## src/rtl/cfg_scan_pkg.sv

```systemverilog
package cfg_scan_pkg;
  localparam int unsigned DEV_PER_BUS = 32;
  localparam int unsigned DEV_W       = 5;
  localparam int unsigned FUNC_W      = 3;
  localparam int unsigned REG_W       = 6;
  localparam logic [15:0] VENDOR_NONE = 16'hFFFF;

  typedef enum logic [1:0] {
    ST_IDLE,
    ST_REQ,
    ST_WAIT,
    ST_DONE
  } scan_state_e;
endpackage

```

## src/rtl/cfg_scan_ctrl.sv

```systemverilog
module cfg_scan_ctrl
  import cfg_scan_pkg::*;
#(
  parameter int unsigned MAX_BUS   = 3,
  parameter int unsigned BUS_W     = 8,
  parameter int unsigned NUM_SLOTS = (MAX_BUS + 1) * DEV_PER_BUS,
  parameter int unsigned SLOT_W    = $clog2(NUM_SLOTS)
) (
  input  logic              clk_i,
  input  logic              rst_ni,
  input  logic              start_i,
  input  logic              req_ready_i,
  input  logic              rsp_valid_i,
  output logic              req_valid_o,
  output logic [BUS_W-1:0]  req_bus_o,
  output logic [DEV_W-1:0]  req_dev_o,
  output logic              clear_o,
  output logic              rec_o,
  output logic [SLOT_W-1:0] slot_o,
  output logic              busy_o,
  output logic              done_o
);
  localparam logic [SLOT_W-1:0] LAST_SLOT = SLOT_W'(NUM_SLOTS - 1);

  scan_state_e       state_q, state_d;
  logic [SLOT_W-1:0] slot_q;
  logic              last_w;

  assign last_w  = (slot_q == LAST_SLOT);
  assign clear_o = (state_q == ST_IDLE) && start_i;
  assign rec_o   = (state_q == ST_WAIT) && rsp_valid_i;

  always_comb begin
    state_d = state_q;
    unique case (state_q)
      ST_IDLE: if (start_i) state_d = ST_REQ;
      ST_REQ:  if (req_ready_i) state_d = ST_WAIT;
      ST_WAIT: if (rsp_valid_i) state_d = last_w ? ST_DONE : ST_REQ;
      ST_DONE: state_d = ST_IDLE;
      default: state_d = ST_IDLE;
    endcase
  end

  always_ff @(posedge clk_i or negedge rst_ni) begin
    if (!rst_ni) begin
      state_q <= ST_IDLE;
      slot_q  <= '0;
    end else begin
      state_q <= state_d;
      if (clear_o)                slot_q <= '0;
      else if (rec_o && !last_w)  slot_q <= slot_q + 1'b1;
    end
  end

  // slot index is bus*32+dev; dev is the low five bits
  assign req_dev_o   = slot_q[DEV_W-1:0];
  assign req_bus_o   = BUS_W'(slot_q >> DEV_W);
  assign req_valid_o = (state_q == ST_REQ);
  assign slot_o      = slot_q;
  assign busy_o      = (state_q != ST_IDLE);
  assign done_o      = (state_q == ST_DONE);

  a_r1_req_hold: assert property (@(posedge clk_i) disable iff (!rst_ni)
    req_valid_o && !req_ready_i |=> req_valid_o && $stable(slot_q));

  a_r2_step_one: assert property (@(posedge clk_i) disable iff (!rst_ni)
    rec_o && !last_w |=> slot_q == $past(slot_q) + 1'b1);

  a_r6_start_ignored: assert property (@(posedge clk_i) disable iff (!rst_ni)
    busy_o && !done_o && start_i |=> busy_o);

  a_r7_done_pulse: assert property (@(posedge clk_i) disable iff (!rst_ni)
    done_o |=> !done_o && !busy_o);
endmodule

```

## src/rtl/cfg_id_store.sv

```systemverilog
module cfg_id_store
  import cfg_scan_pkg::*;
#(
  parameter int unsigned NUM_SLOTS = 128,
  parameter int unsigned SLOT_W    = $clog2(NUM_SLOTS),
  parameter int unsigned CNT_W     = $clog2(NUM_SLOTS + 1)
) (
  input  logic                 clk_i,
  input  logic                 rst_ni,
  input  logic                 clear_i,
  input  logic                 wr_i,
  input  logic [SLOT_W-1:0]    wr_slot_i,
  input  logic [31:0]          wr_data_i,
  input  logic [SLOT_W-1:0]    rd_slot_i,
  output logic [31:0]          rd_id_o,
  output logic [NUM_SLOTS-1:0] present_o,
  output logic [CNT_W-1:0]     count_o
);
  logic [NUM_SLOTS-1:0] present_q;
  logic [CNT_W-1:0]     count_q;
  logic [31:0]          id_mem [NUM_SLOTS];
  logic                 hit_w;
  logic                 rd_ok_w;

  assign hit_w   = wr_i && (wr_data_i[15:0] != VENDOR_NONE);
  assign rd_ok_w = (int'(rd_slot_i) < NUM_SLOTS);

  always_ff @(posedge clk_i or negedge rst_ni) begin
    if (!rst_ni) begin
      present_q <= '0;
      count_q   <= '0;
    end else if (clear_i) begin
      present_q <= '0;
      count_q   <= '0;
    end else if (wr_i) begin
      present_q[wr_slot_i] <= hit_w;
      if (hit_w) count_q <= count_q + 1'b1;
    end
  end

  // identity words are gated by the presence bit, so no reset is needed
  always_ff @(posedge clk_i) begin
    if (hit_w) id_mem[wr_slot_i] <= wr_data_i;
  end

  assign rd_id_o   = (rd_ok_w && present_q[rd_slot_i]) ? id_mem[rd_slot_i] : '0;
  assign present_o = present_q;
  assign count_o   = count_q;

  a_r3_empty_slot: assert property (@(posedge clk_i) disable iff (!rst_ni)
    wr_i && !clear_i && wr_data_i[15:0] == VENDOR_NONE |=> !present_q[$past(wr_slot_i)]);

  a_r3_found_slot: assert property (@(posedge clk_i) disable iff (!rst_ni)
    wr_i && !clear_i && wr_data_i[15:0] != VENDOR_NONE |=> present_q[$past(wr_slot_i)]);

  a_r8_count_grows: assert property (@(posedge clk_i) disable iff (!rst_ni)
    !clear_i |=> count_q >= $past(count_q));

  a_r8_count_bound: assert property (@(posedge clk_i) disable iff (!rst_ni)
    int'(count_q) <= NUM_SLOTS);

  a_r5_clear: assert property (@(posedge clk_i) disable iff (!rst_ni)
    clear_i |=> count_q == '0 && present_q == '0);
endmodule

```

## src/rtl/cfg_enum_scanner.sv

```systemverilog
module cfg_enum_scanner
  import cfg_scan_pkg::*;
#(
  parameter int unsigned MAX_BUS   = 3,
  parameter int unsigned BUS_W     = 8,
  parameter int unsigned NUM_SLOTS = (MAX_BUS + 1) * DEV_PER_BUS,
  parameter int unsigned SLOT_W    = $clog2(NUM_SLOTS),
  parameter int unsigned CNT_W     = $clog2(NUM_SLOTS + 1)
) (
  input  logic                 clk_i,
  input  logic                 rst_ni,
  input  logic                 start_i,
  output logic                 busy_o,
  output logic                 done_o,
  output logic                 req_valid_o,
  input  logic                 req_ready_i,
  output logic [BUS_W-1:0]     req_bus_o,
  output logic [DEV_W-1:0]     req_dev_o,
  output logic [FUNC_W-1:0]    req_func_o,
  output logic [REG_W-1:0]     req_reg_o,
  input  logic                 rsp_valid_i,
  input  logic [31:0]          rsp_data_i,
  input  logic [SLOT_W-1:0]    rd_slot_i,
  output logic [31:0]          rd_id_o,
  output logic [NUM_SLOTS-1:0] present_o,
  output logic [CNT_W-1:0]     dev_count_o
);
  logic              clear_w;
  logic              rec_w;
  logic [SLOT_W-1:0] slot_w;

  // identity dword of function 0 only
  assign req_func_o = '0;
  assign req_reg_o  = '0;

  cfg_scan_ctrl #(
    .MAX_BUS  (MAX_BUS),
    .BUS_W    (BUS_W),
    .NUM_SLOTS(NUM_SLOTS),
    .SLOT_W   (SLOT_W)
  ) u_ctrl (
    .clk_i      (clk_i),
    .rst_ni     (rst_ni),
    .start_i    (start_i),
    .req_ready_i(req_ready_i),
    .rsp_valid_i(rsp_valid_i),
    .req_valid_o(req_valid_o),
    .req_bus_o  (req_bus_o),
    .req_dev_o  (req_dev_o),
    .clear_o    (clear_w),
    .rec_o      (rec_w),
    .slot_o     (slot_w),
    .busy_o     (busy_o),
    .done_o     (done_o)
  );

  cfg_id_store #(
    .NUM_SLOTS(NUM_SLOTS),
    .SLOT_W   (SLOT_W),
    .CNT_W    (CNT_W)
  ) u_store (
    .clk_i    (clk_i),
    .rst_ni   (rst_ni),
    .clear_i  (clear_w),
    .wr_i     (rec_w),
    .wr_slot_i(slot_w),
    .wr_data_i(rsp_data_i),
    .rd_slot_i(rd_slot_i),
    .rd_id_o  (rd_id_o),
    .present_o(present_o),
    .count_o  (dev_count_o)
  );

  a_r8_count_at_done: assert property (@(posedge clk_i) disable iff (!rst_ni)
    done_o |-> int'(dev_count_o) == $countones(present_o));

  a_r9_idle_quiet: assert property (@(posedge clk_i) disable iff (!rst_ni)
    !busy_o |-> !req_valid_o && !done_o);
endmodule

```

## config.mk

```make
export PLATFORM = sky130hd
export DESIGN_NAME = cfg_enum_scanner
export DESIGN_NICKNAME = d
export VERILOG_FILES = /design/src/rtl/cfg_scan_pkg.sv /design/src/rtl/cfg_scan_ctrl.sv /design/src/rtl/cfg_id_store.sv /design/src/rtl/cfg_enum_scanner.sv
export SDC_FILE = /design/constraint.sdc
export NUM_CORES = 2
export LEC_CHECK = 0
export CAP_MARGIN = 15
export CORE_ASPECT_RATIO = 0.5
export CORE_MARGIN = 2
export CORE_UTILIZATION = 40
export DETAILED_ROUTE_END_ITERATION = 8
export DONT_BUFFER_PORTS = 1
export RECOVER_POWER = 100
export REMOVE_ABC_BUFFERS = 1
export SYNTH_ARGS = -nofsm -noshare
export SYNTH_HDL_FRONTEND = slang
export SYNTH_HIERARCHICAL = 1
export SYNTH_SLANG_ARGS = --single-unit
```

## constraint.sdc

```tcl
create_clock -name clk_i -period 3.7 [get_ports clk_i]
set_clock_uncertainty 0.1 [all_clocks]
set_input_delay 0.925 -clock clk_i [delete_from_list [all_inputs] [get_ports clk_i]]
set_output_delay 0.925 -clock clk_i [all_outputs]
set_load 0.005 [all_outputs]
```

==> key figures <==
Critical path
  • R2R setup slack: -590 ps
  • Crit-path max cell delay: 570 ps
  • CP Launch Type: input pin
  • Critical path type: in -> out
  • Worst path cell trace: buf_16, buf_16, buf_4, mux4_2, a311oi_2, o21ai_2, a21oi_1, a211o_1, buf_12, buf_12, a311oi_4, buf_4
  • Crit end category: output pin
  • Slowest library cell on the worst path: mux4_2
  • Crit path arrival time: 3910 ps
  • CP Max Fanout: 71
  • WP data required: 2670 ps
  • Worst r2r path cells: 6

Floorplan
  • Die ar.: 415,000 um2
  • Die width: 909 um
  • FP Rows: 166
  • Core area: 409,000 um2
  • IO Count: 237
  • Initial Util: 0.401
  • Die Y: 457 um

Logic synthesis
  • Adder-cell share of the synthesized area: 0.000153
  • Synth Area in Simple Gates: 0.0219
  • Yosys reg bits: 4,241
  • Post-synthesis mux area share: 0.146
  • Xor/xnor share of the synthesized area: 0.000374
  • Register area share after synthesis: 0.772
  • Async SR Flop Fraction: 0.0342
  • Synthesized area: 164,000 um2
  • Post-synthesis cell count: 7,755
  • Syn Area/Cell: 21.1 um2
  • EDFF count, synth: 4,096
  • Largest family of logic cells by synthesized area: multiplexers
  • Netlist cell types: 60
  • Post-synthesis compound-gate area fraction: 0.0415
  • Yosys warns: 6
  • Most used flip-flop cell after synthesis: edfxtp_1

Placement
  • Port Buffers: 0
  • GP Congestion: 0.930
  • Placed insts: 13,800
  • Place WS: -4270 ps
  • Post-DP HPWL: 293,000 um

Global route
  • Total GRT Usage: 0.254
  • First-pass GRT wire length: 732,000 um
  • Largest net degree at the start of global routing: 175
  • GR Layer Usage met1: 0.363
  • M2 GR Usage: 0.372
  • Most Crowded Layer GR: met2
  • Vias in the first global route: 86,200
  • Total gr overflow: 0
  • Antenna violations before repair: 53
  • M3 GR Usage: 0.0791

Power and ir drop
  • Overall Power: 99,900 uW
  • Maximum VDD drop: 367 uV
  • Pwr/cell area: 516 nW/um2
  • Leak pwr: 0.0621 uW
  • Switching power: 22,200 uW
  • Power Internal: 77,700 uW
  • Clock power share: 0.404
  • Comb pwr share: 0.067
  • Seq pwr share: 0.529
  • Sw frac: 0.222

Worst hold path
  • Hold WC Path Type: in -> async

Timing
  • Final min period: 4940 ps
  • Normalized max-slew margin: -1.40
  • Fmax: 203 MHz
  • Final Hold Vio Count: 145
  • Slew Viols, Final: 1,422
  • Hold_ws: -431 ps
  • Slew at the pin with the worst max-slew slack: 3600 ps
  • Final worst setup slack: -1240 ps
  • Final worst path period share: 1.33
  • RSZ-0062 raised after global routing: yes
  • Setup Viol. Count Final: 1,696

Clocking
  • CTS buffer count: 385
  • H-tree levels: 5
  • Clock sink total: 4,241
  • Max clock buf depth: 4
  • Clk_lat worst skew: 950 ps
  • CTS tree: built
  • CTS root buf: clkbuf_16
  • Worst-path clk slew: 70 ps

Finish
  • Fraction of layout cells with a size suffix above 1: 0.301
  • FF/Latch Area: 127,000 um2
  • Commonest non-fill, non-tap cell in the layout: edfxtp_1
  • FILL cells: 33,400
  • Area Overhead vs Synth: 18.1%
  • Layout Cells excl Fill: 14,700
  • Area occupied by multi-input gates: 35,600 um2
  • Nets: 8,929
  • Most frequent cells in the layout: 4,096 x edfxtp_1, 891 x mux4_2, 679 x buf_4

Drt
  • Routed WL: 541,000 um
  • Total iterations of the first detailed-routing run: 6
  • DR vias: 91,500
  • Antenna Nets Post-Route: 0
  • Post-route DRC: 0
  • Wire per inst: 36.9 um
  • Initial detailed-routing violation count: 15,100
  • Vias per cell: 6.23

Outcome
  • Failing checks: hold timing, capacitance limit, slew limit, setup timing
  • Status: finished with violations

Flow run
  • Max Cap Violations: 45
synthesized netlist by cell type (27+ instances only):
cell type / instances / area share
mux2_2: 67 / 0.0046
buf_4: 82 / 0.0038
o21ai_0: 135 / 0.0041
dfrtp_1: 145 / 0.022
clkbuf_1: 242 / 0.0055
mux2i_1: 243 / 0.015
a311oi_1: 67 / 0.0036
buf_6: 44 / 0.0030
a22oi_1: 256 / 0.012
a21oi_1: 229 / 0.0070
nor2_1: 258 / 0.0059
nand3_1: 308 / 0.0094
mux4_2: 889 / 0.12
o22ai_1: 27 / 0.0010
a22o_1: 44 / 0.0024
a41oi_1: 32 / 0.0017
buf_2: 110 / 0.0034
a221oi_1: 109 / 0.0058
nand2_1: 148 / 0.0034
edfxtp_1: 4096 / 0.75
final timing paths:
path                                                 from                                 to
max in group asynchronous                          rst_ni  u_store/present_o[51]$_DFFE_PN0P_
min in group clk_i                         rsp_data_i[24]   u_store/id_mem[76][24]$_DFFE_PP_
setup reg to reg             u_ctrl/slot_o[4]$_DFFE_PN0P_    u_store/id_mem[50][4]$_DFFE_PP_
setup / recovery                             rd_slot_i[0]                        rd_id_o[11]
hold reg to reg            u_store/count_o[7]$_DFFE_PN0P_     u_store/count_o[7]$_DFFE_PN0P_
hold / removal                                     rst_ni  u_store/present_o[88]$_DFFE_PN0P_
logic make-up (layout without fill, tap and decap cells):
| group | Yosys count | after routing |
|---|---|---|
| other | 2 | 44 |
| and+or+nand+nor | 793 | 793 |
| muxes | 1225 | 1225 |
| DFF | 4241 | 4241 |
| xor gates and xnor gates | 7 | 7 |
| AOI/OAI and AO/OA | 969 | 969 |
| adders and majority gates | 2 | 2 |
| buffers and inverters | 516 | 1939 |
layout make-up:
cell class,count,share of cell area
Timing Repair Buffer,1238,0.0618
Antenna cell,29,0.000375
Sequential cell,4241,0.654
Clock inverter,234,0.0121
Tap cell,5460,0.0353
Clock buffer,461,0.0520
Multi-Input combinational cell,3011,0.184
Inverter,6,0.000116
power by group through the flow:
stage / logic [uW] / registers [uW] / clock network (uW)
3_5_place_dp: 5720 / 53800 / 0
4_1_cts: 6710 / 52800 / 40700
3_3_place_gp: 5730 / 53800 / 0
2_1_floorplan: 2190 / 53800 / 0
6_report: 6740 / 52800 / 40400
5_1_grt: 6820 / 52800 / 42600
registers in the layout (all words and copies together) (netlist names):
register and cells:
u_store/present_o 128, u_ctrl/slot_o 7, u_store/count_o 8, u_store/id_mem 4096, u_ctrl/state_q 2
worst max-delay path: cells and delay by family:
family / cells / cell delay, ps
buffers and inverters: 6 / 1060
multiplexers: 1 / 570
AO/OA/AOI/OAI: 5 / 1170
through the flow:
| stage | area, um2 | setup TNS, ps | utilization |
|---|---|---|---|
| CTS | 196000 | -30690 | 0.481 |
| global placement | 180000 | -121710 | 0.441 |
| detailed placement | 180000 | -120660 | 0.441 |
| finish | 194000 | -209270 | 0.474 |
| floorplan | 161000 | -1873870 | - |
| global route | 193000 | -190300 | 0.474 |
timing repair:
item,CTS,global route
hold buffers,47,1
setup endpoints to repair,32,32
cloned,58,3
resized for setup,119,29
endpoints found under the hold margin,1216,149
setup buffers,47,13
pin swaps,12,5
routing by layer:
| metal | part of all wire | vias to the layer above |
|---|---|---|
| met5 | 0.00094 | - |
| met3 | 0.14 | 963 |
| met2 | 0.43 | 6196 |
| met4 | 0.043 | 20 |
| li1 | - | 35100 |
| met1 | 0.38 | 49200 |
Note: power is estimated with default switching activity, not from simulation.
